--- config.mk ---
export PLATFORM = sky130hd
export DESIGN_NAME = stride_prefetcher
export DESIGN_NICKNAME = d
export VERILOG_FILES = /design/src/rtl/spf_pkg.sv /design/src/rtl/spf_match.sv /design/src/rtl/spf_lru.sv /design/src/rtl/spf_entry.sv /design/src/rtl/spf_issue.sv /design/src/rtl/stride_prefetcher.sv
export SDC_FILE = /design/constraint.sdc
export NUM_CORES = 2
export LEC_CHECK = 0
export BUFFER_PORTS_ARGS = -buffer_cell sky130_fd_sc_hd__buf_4
export CORE_ASPECT_RATIO = 0.9
export CORE_MARGIN = 3
export CORE_UTILIZATION = 65
export DETAILED_ROUTE_END_ITERATION = 10
export PLACE_DENSITY = 0.9
export REMOVE_ABC_BUFFERS = 1
export SLEW_MARGIN = 25
export SYNTH_ARGS = -nofsm -noshare
export SYNTH_HDL_FRONTEND = slang
export SYNTH_HIERARCHICAL = 1
export SYNTH_SLANG_ARGS = --single-unit
--- constraint.sdc ---
create_clock -name clk -period 9.72 [get_ports clk]
set_clock_uncertainty 0.15 [all_clocks]
set_input_delay 1.458 -clock clk [delete_from_list [all_inputs] [get_ports clk]]
set_output_delay 1.458 -clock clk [all_outputs]
set_load 0.01 [all_outputs]
--- src/rtl/spf_pkg.sv ---
package spf_pkg;

  // Classification of the demand seen in the current cycle.
  typedef enum logic [1:0] {
    LK_NONE = 2'd0,  // no demand
    LK_NEW  = 2'd1,  // no stream nearby: allocate
    LK_STEP = 2'd2,  // nearby stream, nonzero step: update
    LK_SAME = 2'd3   // repeat of a stream's last line: no update
  } lookup_e;

endpackage

--- src/rtl/spf_match.sv ---
module spf_match #(
  parameter int ADDR_W     = 32,
  parameter int NUM_ENT    = 8,
  parameter int MAX_STRIDE = 4,
  parameter int DLT_W      = 4,
  localparam int IDX_W     = $clog2(NUM_ENT)
) (
  input  logic [ADDR_W-1:0]               line_i,
  input  logic [NUM_ENT-1:0]              vld_i,
  input  logic [NUM_ENT-1:0][ADDR_W-1:0]  last_i,
  output logic [NUM_ENT-1:0][DLT_W-1:0]   delta_o,
  output logic                            hit_o,
  output logic [IDX_W-1:0]                hit_idx_o
);

  localparam logic [ADDR_W-1:0] WIN_POS = ADDR_W'(MAX_STRIDE);
  localparam logic [ADDR_W-1:0] WIN_NEG = ~WIN_POS + 1'b1;

  logic [NUM_ENT-1:0] near_w;

  // Distance test in two's complement: small positive or small negative.
  function automatic logic in_window(input logic [ADDR_W-1:0] diff);
    return (diff <= WIN_POS) || (diff >= WIN_NEG);
  endfunction

  for (genvar g = 0; g < NUM_ENT; g++) begin : g_cmp
    logic [ADDR_W-1:0] diff_w;
    assign diff_w     = line_i - last_i[g];
    assign near_w[g]  = vld_i[g] && in_window(diff_w);
    assign delta_o[g] = diff_w[DLT_W-1:0];
  end

  // Lowest-numbered qualifying entry wins.
  always_comb begin
    hit_idx_o = '0;
    for (int i = NUM_ENT - 1; i >= 0; i--) begin
      if (near_w[i]) hit_idx_o = IDX_W'(i);
    end
  end

  assign hit_o = |near_w;

endmodule

--- src/rtl/spf_lru.sv ---
module spf_lru #(
  parameter int NUM_ENT = 8,
  localparam int IDX_W  = $clog2(NUM_ENT)
) (
  input  logic             clk,
  input  logic             rst_n,
  input  logic             touch_i,
  input  logic [IDX_W-1:0] touch_idx_i,
  output logic [IDX_W-1:0] victim_o
);

  localparam logic [IDX_W-1:0] OLDEST = IDX_W'(NUM_ENT - 1);

  logic [NUM_ENT-1:0][IDX_W-1:0] age_q;
  logic [NUM_ENT-1:0]            vic_vec;
  logic [IDX_W-1:0]              touched_age;

  assign touched_age = age_q[touch_idx_i];

  for (genvar g = 0; g < NUM_ENT; g++) begin : g_age
    always_ff @(posedge clk or negedge rst_n) begin
      if (!rst_n) begin
        age_q[g] <= IDX_W'(g);
      end else if (touch_i) begin
        if (touch_idx_i == IDX_W'(g))      age_q[g] <= '0;
        else if (age_q[g] < touched_age)   age_q[g] <= age_q[g] + 1'b1;
      end
    end
    assign vic_vec[g] = (age_q[g] == OLDEST);
  end

  always_comb begin
    victim_o = '0;
    for (int i = 0; i < NUM_ENT; i++) begin
      if (vic_vec[i]) victim_o = IDX_W'(i);
    end
  end


  victim_unique_chk: assert property (@(posedge clk) disable iff (!rst_n)
    $countones(vic_vec) == 1);

endmodule

--- src/rtl/spf_entry.sv ---
module spf_entry #(
  parameter int ADDR_W = 32,
  parameter int DLT_W  = 4,
  parameter int CNT_W  = 3,
  localparam int S2W   = DLT_W + 1,
  localparam int CW    = S2W + 1
) (
  input  logic              clk,
  input  logic              rst_n,
  input  logic              alloc_i,
  input  logic              step_i,
  input  logic [ADDR_W-1:0] line_i,
  input  logic [DLT_W-1:0]  delta_i,
  output logic              vld_o,
  output logic [ADDR_W-1:0] last_o,
  output logic [S2W-1:0]    nxt_s2_o,
  output logic [CNT_W-1:0]  nxt_cnt_o
);

  localparam logic [CNT_W-1:0] CNT_MAX = '1;

  logic              vld_q;
  logic [ADDR_W-1:0] last_q;
  logic [DLT_W-1:0]  s1_q;
  logic [S2W-1:0]    s2_q;
  logic [CNT_W-1:0]  cnt_q;
  logic              rep_w;

  // Second stride: new step plus previous step, sign-extended.
  function automatic logic [S2W-1:0] fold(input logic [DLT_W-1:0] d,
                                          input logic [DLT_W-1:0] s1);
    return {d[DLT_W-1], d} + {s1[DLT_W-1], s1};
  endfunction

  // Step two demands back is (second stride - first stride).
  function automatic logic repeats(input logic [DLT_W-1:0] d,
                                   input logic [DLT_W-1:0] s1,
                                   input logic [S2W-1:0]   s2);
    logic [CW-1:0] older;
    older = {s2[S2W-1], s2} - {{2{s1[DLT_W-1]}}, s1};
    return older == {{2{d[DLT_W-1]}}, d};
  endfunction

  function automatic logic [CNT_W-1:0] bump(input logic [CNT_W-1:0] c,
                                            input logic hit);
    if (!hit)          return '0;
    if (c == CNT_MAX)  return c;
    return c + 1'b1;
  endfunction

  assign rep_w     = repeats(delta_i, s1_q, s2_q);
  assign nxt_s2_o  = fold(delta_i, s1_q);
  assign nxt_cnt_o = bump(cnt_q, rep_w);

  always_ff @(posedge clk or negedge rst_n) begin
    if (!rst_n) begin
      vld_q  <= 1'b0;
      last_q <= '0;
      s1_q   <= '0;
      s2_q   <= '0;
      cnt_q  <= '0;
    end else if (alloc_i) begin
      vld_q  <= 1'b1;
      last_q <= line_i;
      s1_q   <= '0;
      s2_q   <= '0;
      cnt_q  <= '0;
    end else if (step_i) begin
      last_q <= line_i;
      s1_q   <= delta_i;
      s2_q   <= nxt_s2_o;
      cnt_q  <= nxt_cnt_o;
    end
  end

  assign vld_o  = vld_q;
  assign last_o = last_q;


  stride_fold_chk: assert property (@(posedge clk) disable iff (!rst_n)
    step_i |=> (s1_q == $past(delta_i)) && (last_q == $past(line_i)));


  conf_clear_chk: assert property (@(posedge clk) disable iff (!rst_n)
    (step_i && !rep_w) |=> (cnt_q == '0));


  conf_sat_chk: assert property (@(posedge clk) disable iff (!rst_n)
    (step_i && rep_w && cnt_q == CNT_MAX) |=> (cnt_q == CNT_MAX));


  alloc_clear_chk: assert property (@(posedge clk) disable iff (!rst_n)
    alloc_i |=> vld_q && (cnt_q == '0) && (s1_q == '0) && (s2_q == '0));

endmodule

--- src/rtl/spf_issue.sv ---
module spf_issue #(
  parameter int ADDR_W = 32
) (
  input  logic              clk,
  input  logic              rst_n,
  input  logic              gen_valid_i,
  input  logic [ADDR_W-1:0] gen_line_i,
  input  logic              pf_ready_i,
  output logic              pf_valid_o,
  output logic [ADDR_W-1:0] pf_line_o
);

  logic load_w;
  assign load_w = !pf_valid_o || pf_ready_i;

  always_ff @(posedge clk or negedge rst_n) begin
    if (!rst_n) begin
      pf_valid_o <= 1'b0;
      pf_line_o  <= '0;
    end else if (load_w) begin
      pf_valid_o <= gen_valid_i;
      if (gen_valid_i) pf_line_o <= gen_line_i;
    end
  end


  hold_stable_chk: assert property (@(posedge clk) disable iff (!rst_n)
    (pf_valid_o && !pf_ready_i) |=> pf_valid_o && $stable(pf_line_o));

endmodule

--- src/rtl/stride_prefetcher.sv ---
module stride_prefetcher #(
  parameter int ADDR_W     = 32,
  parameter int NUM_ENT    = 8,
  parameter int MAX_STRIDE = 4,
  parameter int CNT_W      = 3
) (
  input  logic              clk,
  input  logic              rst_n,
  input  logic              dmd_valid,
  input  logic [ADDR_W-1:0] dmd_line,
  input  logic [CNT_W-1:0]  conf_thresh,
  input  logic              pf_ready,
  output logic              pf_valid,
  output logic [ADDR_W-1:0] pf_line
);
  import spf_pkg::*;

  localparam int IDX_W = $clog2(NUM_ENT);
  localparam int DLT_W = $clog2(MAX_STRIDE + 1) + 1;
  localparam int S2W   = DLT_W + 1;

  logic [NUM_ENT-1:0]             vld_arr;
  logic [NUM_ENT-1:0][ADDR_W-1:0] last_arr;
  logic [NUM_ENT-1:0][DLT_W-1:0]  delta_arr;
  logic [NUM_ENT-1:0][S2W-1:0]    nxt_s2_arr;
  logic [NUM_ENT-1:0][CNT_W-1:0]  nxt_cnt_arr;

  logic             hit_w;
  logic [IDX_W-1:0] hit_idx;
  logic [IDX_W-1:0] victim_idx;
  logic [IDX_W-1:0] touch_idx;
  lookup_e          lk_w;

  logic [S2W-1:0]    sel_s2;
  logic [CNT_W-1:0]  sel_cnt;
  logic              gen_valid;
  logic [ADDR_W-1:0] gen_line;

  spf_match #(
    .ADDR_W(ADDR_W), .NUM_ENT(NUM_ENT), .MAX_STRIDE(MAX_STRIDE), .DLT_W(DLT_W)
  ) u_match (
    .line_i   (dmd_line),
    .vld_i    (vld_arr),
    .last_i   (last_arr),
    .delta_o  (delta_arr),
    .hit_o    (hit_w),
    .hit_idx_o(hit_idx)
  );

  always_comb begin
    if (!dmd_valid)                   lk_w = LK_NONE;
    else if (!hit_w)                  lk_w = LK_NEW;
    else if (delta_arr[hit_idx] == '0) lk_w = LK_SAME;
    else                              lk_w = LK_STEP;
  end

  assign touch_idx = hit_w ? hit_idx : victim_idx;

  spf_lru #(.NUM_ENT(NUM_ENT)) u_lru (
    .clk        (clk),
    .rst_n      (rst_n),
    .touch_i    (dmd_valid),
    .touch_idx_i(touch_idx),
    .victim_o   (victim_idx)
  );

  for (genvar g = 0; g < NUM_ENT; g++) begin : g_ent
    logic alloc_w, step_w;
    assign alloc_w = (lk_w == LK_NEW)  && (victim_idx == IDX_W'(g));
    assign step_w  = (lk_w == LK_STEP) && (hit_idx == IDX_W'(g));

    spf_entry #(.ADDR_W(ADDR_W), .DLT_W(DLT_W), .CNT_W(CNT_W)) u_ent (
      .clk      (clk),
      .rst_n    (rst_n),
      .alloc_i  (alloc_w),
      .step_i   (step_w),
      .line_i   (dmd_line),
      .delta_i  (delta_arr[g]),
      .vld_o    (vld_arr[g]),
      .last_o   (last_arr[g]),
      .nxt_s2_o (nxt_s2_arr[g]),
      .nxt_cnt_o(nxt_cnt_arr[g])
    );
  end

  // Target two demands ahead: demand line plus sign-extended second stride.
  function automatic logic [ADDR_W-1:0] ahead(input logic [ADDR_W-1:0] base,
                                              input logic [S2W-1:0]    s2);
    return base + {{(ADDR_W - S2W){s2[S2W-1]}}, s2};
  endfunction

  assign sel_s2    = nxt_s2_arr[hit_idx];
  assign sel_cnt   = nxt_cnt_arr[hit_idx];
  assign gen_valid = (lk_w == LK_STEP) && (sel_cnt >= conf_thresh);
  assign gen_line  = ahead(dmd_line, sel_s2);

  spf_issue #(.ADDR_W(ADDR_W)) u_issue (
    .clk        (clk),
    .rst_n      (rst_n),
    .gen_valid_i(gen_valid),
    .gen_line_i (gen_line),
    .pf_ready_i (pf_ready),
    .pf_valid_o (pf_valid),
    .pf_line_o  (pf_line)
  );


  same_line_quiet_chk: assert property (@(posedge clk) disable iff (!rst_n)
    ((lk_w == LK_SAME) && (!pf_valid || pf_ready)) |=> !pf_valid);


  alloc_fill_chk: assert property (@(posedge clk) disable iff (!rst_n)
    (lk_w == LK_NEW) |=> vld_arr[$past(victim_idx)]
                         && (last_arr[$past(victim_idx)] == $past(dmd_line)));


  pf_issue_chk: assert property (@(posedge clk) disable iff (!rst_n)
    (gen_valid && (!pf_valid || pf_ready)) |=> pf_valid);

endmodule

Word-level counts from Yosys, hierarchy flattened

Index checks and enable logic that the tools add are counted.
W data, S select, Z words.

Output and inout bits: 33
Memories: 0
Word-level logic and storage cells: 384
Bits in read-only memories: 0
Memory bits (writable): 0
Register bits after elaboration: 417
Bits of input ports: 39
Bits in latches: 0

Multiplexer cells: 155
$lt $le $gt $ge: 27
Equality and inequality tests: 46
Reductions and logical operators: 65
Bitwise operators: 0
Multiply operators: 0
Div/mod/pow operators: 0
Add/sub/neg operators: 41
Shifts and indexed selects: 0

Operators by type and width:

| cell                   | number |
|---|---|
| $mux W32               | 16 |
| $ge A32 B32 Y1 const B | 8 |
| $le A32 B3 Y1 const B  | 8 |
| $sub A32 B32 Y32       | 8 |
| $mux W3                | 79 |
| $mux W5                | 17 |
| $eq A3 B3 Y1 const B   | 27 |
| $mux W4                | 17 |
| $add A3 B1 Y3 const B  | 16 |
| $eq A6 B6 Y1           | 8 |
| $sub A5 B4 Y6          | 8 |
| $add A4 B4 Y5          | 8 |
| $add A32 B32 Y32       | 1 |
| $reduce_bool A2 Y1     | 16 |
| $logic_and A1 B1 Y1    | 25 |
| $lt A3 B3 Y1           | 8 |
| $bmux W3 S3            | 2 |
| $eq A3 B2 Y1 const B   | 6 |
| $mux W1                | 18 |
| $reduce_and A2 Y1      | 9 |
| $bmux W5 S3            | 1 |
| $bmux W4 S3            | 1 |
| $eq A3 B1 Y1 const B   | 3 |
| $logic_not A3 Y1       | 3 |
| other kinds (9)        | 21 |

Depth between registers and ports, before layout

Depth in word-level cells: 22
Gate-level depth with buffers: 33
Depth with buffers taken out: 31

Hierarchy

The synthesis kept the hierarchy.

By module, submodules not included:

| module            | seq. area each (um2) | instances | cells each | area each (um2) |
|---|---|---|---|---|
| spf_entry         | 1126.1               | 8         | 174        | 2177.1 |
| spf_match         | 0.0                  | 1         | 2574       | 16744.8 |
| stride_prefetcher | 0.0                  | 1         | 320        | 2463.6 |
| spf_lru           | 615.6                | 1         | 201        | 2119.5 |
| spf_issue         | 825.8                | 1         | 71         | 1391.3 |

Worst setup path before layout

Ideal clock, no wire load.

Path type: in2reg
Start: input dmd_line[0]
End: register u_issue.pf_line_o[31]
Stages: 30
Arrival: 8.582 ns
Path slack: 0.863 ns
Library setup time: 0.125 ns
Data required time: 9.445 ns
Path buffers: 1
Cell sequence: inv_1 ha_1 fa_1 nor2b_4 o2111a_1 or4_1 a2111oi_0 nor4b_2 or4b_1 nor4b_2 nand4b_1 nor4b_2 o221ai_1 a211oi_1 o21ai_1 a21boi_1 clkbuf_1 mux4_2 mux2i_1 inv_1 ha_1 a21o_1 a21o_1 a221oi_2 o31ai_1 a2111oi_2 nor2_1 o2111ai_1 a211oi_2 mux2_2

Elaborated cells between the ends (all ways): 88
Those cells by class: add/sub: 17; order compare: 17; eq/ne: 9; mux: 25; reduce/logical: 20

RTL lines:

| what                                                   | RTL line                | source |
|---|---|---|
| start, declared                                        | stride_prefetcher.sv:10 | `input logic [ADDR_W-1:0] dmd_line,` |
| $sub A32 B32 Y32                                       | spf_match.sv:28         | `assign diff_w = line_i - last_i[g];` |
| $le A32 B3 Y1 / $ge A32 B32 Y1 (equally long branches) | spf_match.sv:23         | `return (diff <= WIN_POS) \|\| (diff >= WIN_NEG);` |
| $logic_or A1 B1 Y1                                     | spf_match.sv:23         |  |
| $logic_and A1 B1 Y1                                    | spf_match.sv:29         | `assign near_w[g] = vld_i[g] && in_window(diff_w);` |
| $mux W3 (7 in a row)                                   | spf_match.sv:37         | `if (near_w[i]) hit_idx_o = IDX_W'(i);` |
| $mux W3 *                                              | spf_match.sv:37         |  |
| net hit_idx[0]                                         | stride_prefetcher.sv:29 | `logic [IDX_W-1:0] hit_idx;` |
| $bmux W5 S3 *                                          | stride_prefetcher.sv:92 | `assign sel_s2 = nxt_s2_arr[hit_idx];` |
| $mux W5 (implied by the code) *                        | stride_prefetcher.sv:92 |  |
| $add A32 B32 Y32 *                                     | stride_prefetcher.sv:89 | `return base + {{(ADDR_W - S2W){s2[S2W-1]}}, s2};` |
| net gen_line[31]                                       | stride_prefetcher.sv:37 | `logic [ADDR_W-1:0] gen_line;` |
| end signal, assigned                                   | spf_issue.sv:22         | `if (gen_valid_i) pf_line_o <= gen_line_i;` |
| end, declared                                          | spf_issue.sv:10         | `output logic [ADDR_W-1:0] pf_line_o` |

The timed path passes the listed nets; every way through them passes the cells marked *. The select of a mux whose other input is x is not followed.
A chain may end at the register's enable or synchronous reset.

Worst setup path in the final report

Start: input dmd_line[0]
End: register u_issue.pf_line_o[29]

Same word-level chain as after synthesis.

==> flow_metrics.py <==
metrics = {
    "sta": {
        "timing.final.crit_period_ps": 9370,
        "worst_slew_margin_rel": 0.307,
        "final-max-slew-violation-count": 0,
        "final-setup-viol-count": 0,
        "whs_ps": 352,
        "max_freq_ghz": 0.107,
        "layout_worst_path_cycle_share": 0.964,
        "final.setup.tns_ps": 0,
        "worst_slew_pin_slew_ps": 1040,
        "final_hold_viol_count": 0,
    },
    "synthesis": {
        "seq_area_frac_synth": 0.260,
        "asyncSetResetFlopFracSynth": 1.00,
        "synthSimpleGateAreaFrac": 0.164,
        "synth_edf_count": 0,
        "syn-mean-instance-area_um2": 8.81,
        "synth_compound_area_frac": 0.204,
        "ys_ff_latch": 417,
        "synth.cell_area_um2": 40100,
        "synth-adder-area-share": 0.135,
        "combinational_family_with_the_most_area_after_synthesis": "compound AO/OA/AOI/OAI gates",
        "synth_cells": 4558,
        "xor_xnor_fraction_of_synth_area": 0.0633,
        "synthFlopType": "sky130_fd_sc_hd__dfrtp_1",
        "synthDistinctLibCells": 112,
        "yosys_warnings": 6,
        "yosys-mux-area-fraction": 0.120,
    },
    "cells_and_area": {
        "post-route-util": 0.727,
        "num-nets-final": 5130,
        "layout.filler_cells": 4342,
        "mostFrequentLayoutCells": "sky130_fd_sc_hd__inv_1, sky130_fd_sc_hd__dfrtp_1, sky130_fd_sc_hd__ha_1",
        "most_common_library_cell_in_the_layout_ignoring_fill_and_taps": "sky130_fd_sc_hd__inv_1",
        "drive_above_1_share": 0.161,
        "area_delta_synth_final_pct": 9.42,
        "final_cells": 5496,
    },
    "cts": {
        "clk_transition_reported_paths_ps": 60,
        "root_buffer_cell": "sky130_fd_sc_hd__clkbuf_16",
        "max-clock-path-buffers": 3,
        "tritoncts": "done",
        "insertion_delay_ps": 610,
        "cts_buffers": 48,
        "ctsHtreeMaxLevel": 2,
        "cts.hold.buffers_added": 0,
        "clock_sinks": 417,
    },
    "power": {
        "powerDensity_nw_per_um2": 119,
        "cellLeakagePower_uw": 0.0197,
        "power.ir.vdd_worst_mv": 0.117,
    },
    "flow_run": {
        "maxCapViolCount": 0,
    },
    "detailed_routing": {
        "route.detailed.wl_per_inst_um": 21.3,
        "routed_vias": 37000,
        "vias_per_cell": 6.74,
        "routed_wirelength_mm": 117,
        "route.antenna.remaining_nets": 0,
        "drt_first_iter_violations": 4485,
        "drcViolationCount": 0,
        "drt_first_pass_iters": 6,
    },
    "critical_path": {
        "timing.critical_path.required_ps": 10040,
        "cpMostUsedCell": "sky130_fd_sc_hd__buf_4",
        "timing.rr.start": "g_ent[0].u_ent/last_o[0]",
        "regToRegSetupSlack_ps": 1330,
        "setup.worst_path.start_class": "input port",
        "worstReg2RegEnd": "u_issue/pf_line_o[29]",
        "path_class": "in2reg",
        "timing.critical_path.from": "dmd_line[0]",
        "arrival_ps": 9690,
        "cp_slowest_stage_delay_ps": 480,
        "critical_path.slowest_cell": "sky130_fd_sc_hd__a32oi_1",
        "critical_path_destination": "u_issue/pf_line_o[29]",
        "r2r.worst_path.cells": 32,
        "path_max_fanout": 17,
        "endpoint_class_of_the_critical_path": "register",
    },
    "place": {
        "hpwl_mm": 86.8,
        "portBuffers": 71,
        "place.detailed.instances": 5402,
        "place.gp.congestion": 0.996,
    },
    "floorplan": {
        "dieArea_um2": 64800,
        "die_h_um": 242,
        "coreArea_um2": 60400,
        "std_cell_rows": 85,
        "ioPinCount": 72,
        "fp.dieW_um": 268,
        "floorplan.initialDensity": 0.664,
    },
    "hold_path": {
        "hp-class": "reg2reg",
    },
    "global_route": {
        "number_of_global_route_vias_before_repair": 34900,
        "grt_start_max_net_pins": 158,
        "gr-usage-all-layers": 0.351,
        "global_route_wire_length_before_repair_mm": 185,
        "grt_overflow": 0,
        "antenna_found_initial": 7,
    },
    "run_status": {
        "run_status": "complete, no violations",
    },
}
[per-layer routing]
layer / wire [um] / vias up / track usage
met5: 30 / - / 0
met1: 49100 / 17900 / 0.489
li1: - / 16900 / -
met2: 52300 / 1866 / 0.544
met3: 11200 / 353 / 0.0608
met4: 4740 / 4 / 0.138
[cell families after synthesis]
logic type,count (synthesis)
simple gates,1285
mux,404
xor+xnor,290
fa+ha+maj,418
compound gates,1197
buf+inv,547
flops,417
[synth_stat cells, types with 20 or more instances]
cell	count	area [um2]
sky130_fd_sc_hd__inv_1	407	1530
sky130_fd_sc_hd__dfrtp_1	405	10100
sky130_fd_sc_hd__ha_1	393	4920
sky130_fd_sc_hd__nor2_1	358	1340
sky130_fd_sc_hd__a21oi_1	317	1590
sky130_fd_sc_hd__nand2_1	279	1050
sky130_fd_sc_hd__mux2_2	275	3100
sky130_fd_sc_hd__o21ai_0	198	991
sky130_fd_sc_hd__xnor2_1	182	1590
sky130_fd_sc_hd__a21o_1	133	998
sky130_fd_sc_hd__clkbuf_1	114	428
sky130_fd_sc_hd__xor2_1	108	946
sky130_fd_sc_hd__nand3_1	87	435
sky130_fd_sc_hd__nor3_1	83	415
sky130_fd_sc_hd__nand4_1	82	513
sky130_fd_sc_hd__mux2i_1	77	771
sky130_fd_sc_hd__o21a_1	54	405
sky130_fd_sc_hd__nor4_1	48	300
sky130_fd_sc_hd__nand2b_1	45	282
sky130_fd_sc_hd__nor2b_1	45	282
sky130_fd_sc_hd__a31oi_1	44	275
sky130_fd_sc_hd__a211oi_1	43	323
sky130_fd_sc_hd__o211ai_1	38	285
sky130_fd_sc_hd__o21bai_1	38	285
sky130_fd_sc_hd__and3_1	32	200
sky130_fd_sc_hd__mux2_4	30	450
sky130_fd_sc_hd__or2_2	28	175
sky130_fd_sc_hd__and2_1	26	163
sky130_fd_sc_hd__fa_1	25	500
sky130_fd_sc_hd__o31ai_1	24	180
sky130_fd_sc_hd__or3_1	24	150
sky130_fd_sc_hd__nand3b_1	21	158
sky130_fd_sc_hd__mux4_2	20	450
[cell type report]
| class | instances | area (um2) | share of cell area |
|---|---|---|---|
| timing repair buffer | 204 | 1650 | 0.0377 |
| clock buffer | 66 | 1390 | 0.0317 |
| multi-input combinational | 3594 | 27700 | 0.630 |
| sequential | 417 | 10500 | 0.238 |
| clock inverter | 19 | 246 | 0.00561 |
| antenna | 5 | 12.5 | 0.000285 |
| tap | 783 | 980 | 0.0223 |
| inverter | 408 | 1530 | 0.0349 |
[worst max-delay path, delay by kind of cell]
kind                       cells  cell delay, ps
adders and majority gates      3            1000
and+or+nand+nor                6            1230
buffers and inverters         10            1640
AOI/OAI and AO/OA             15            3320
muxes                          3            1020
[stage by stage]
stage	area, um2	total power, uW	setup WS [ps]
floorplan	39500	2800	-520
finish	43900	5230	351
CTS	43800	5210	540
detailed placement	42200	3290	-55.5
global placement	42200	3250	113
global route	43900	5450	-7.00
[power breakdown]
part,switching (uW),internal (uW),total [uW]
logic,947,607,1550
registers,6.68,1750,1760
clock network,787,1130,1920
[how the worst min path moves through the flow]
stage	slack (ps)	to	cells past startpoint	from
after floorplan	310	g_ent[4].u_ent/vld_o	1	g_ent[4].u_ent/vld_o
after global placement	340	g_ent[6].u_ent/last_o[10]	1	g_ent[6].u_ent/last_o[10]
after detailed placement	330	g_ent[4].u_ent/vld_o	1	g_ent[4].u_ent/vld_o
after CTS	350	g_ent[1].u_ent/vld_o	1	g_ent[1].u_ent/vld_o
after global routing	360	g_ent[6].u_ent/last_o[11]	1	g_ent[6].u_ent/last_o[11]
final	350	g_ent[0].u_ent/last_o[13]	1	g_ent[0].u_ent/last_o[13]
[registers in the layout, indices dropped and copies added, names as in the netlist]
name                cells
g_ent.u_ent/last_o    256
g_ent.u_ent/s2_q       40
g_ent.u_ent/s1_q       32
u_issue/pf_line_o      32
g_ent.u_ent/cnt_q      24
u_lru/age_q            24
g_ent.u_ent/vld_o       8
u_issue/pf_valid_o      1
[what timing repair did]
action	in CTS	in global routing
setup endpoints to repair	0	2
setup buffers	0	0
resized for setup	0	1
Power figures use the tool's default switching activity.
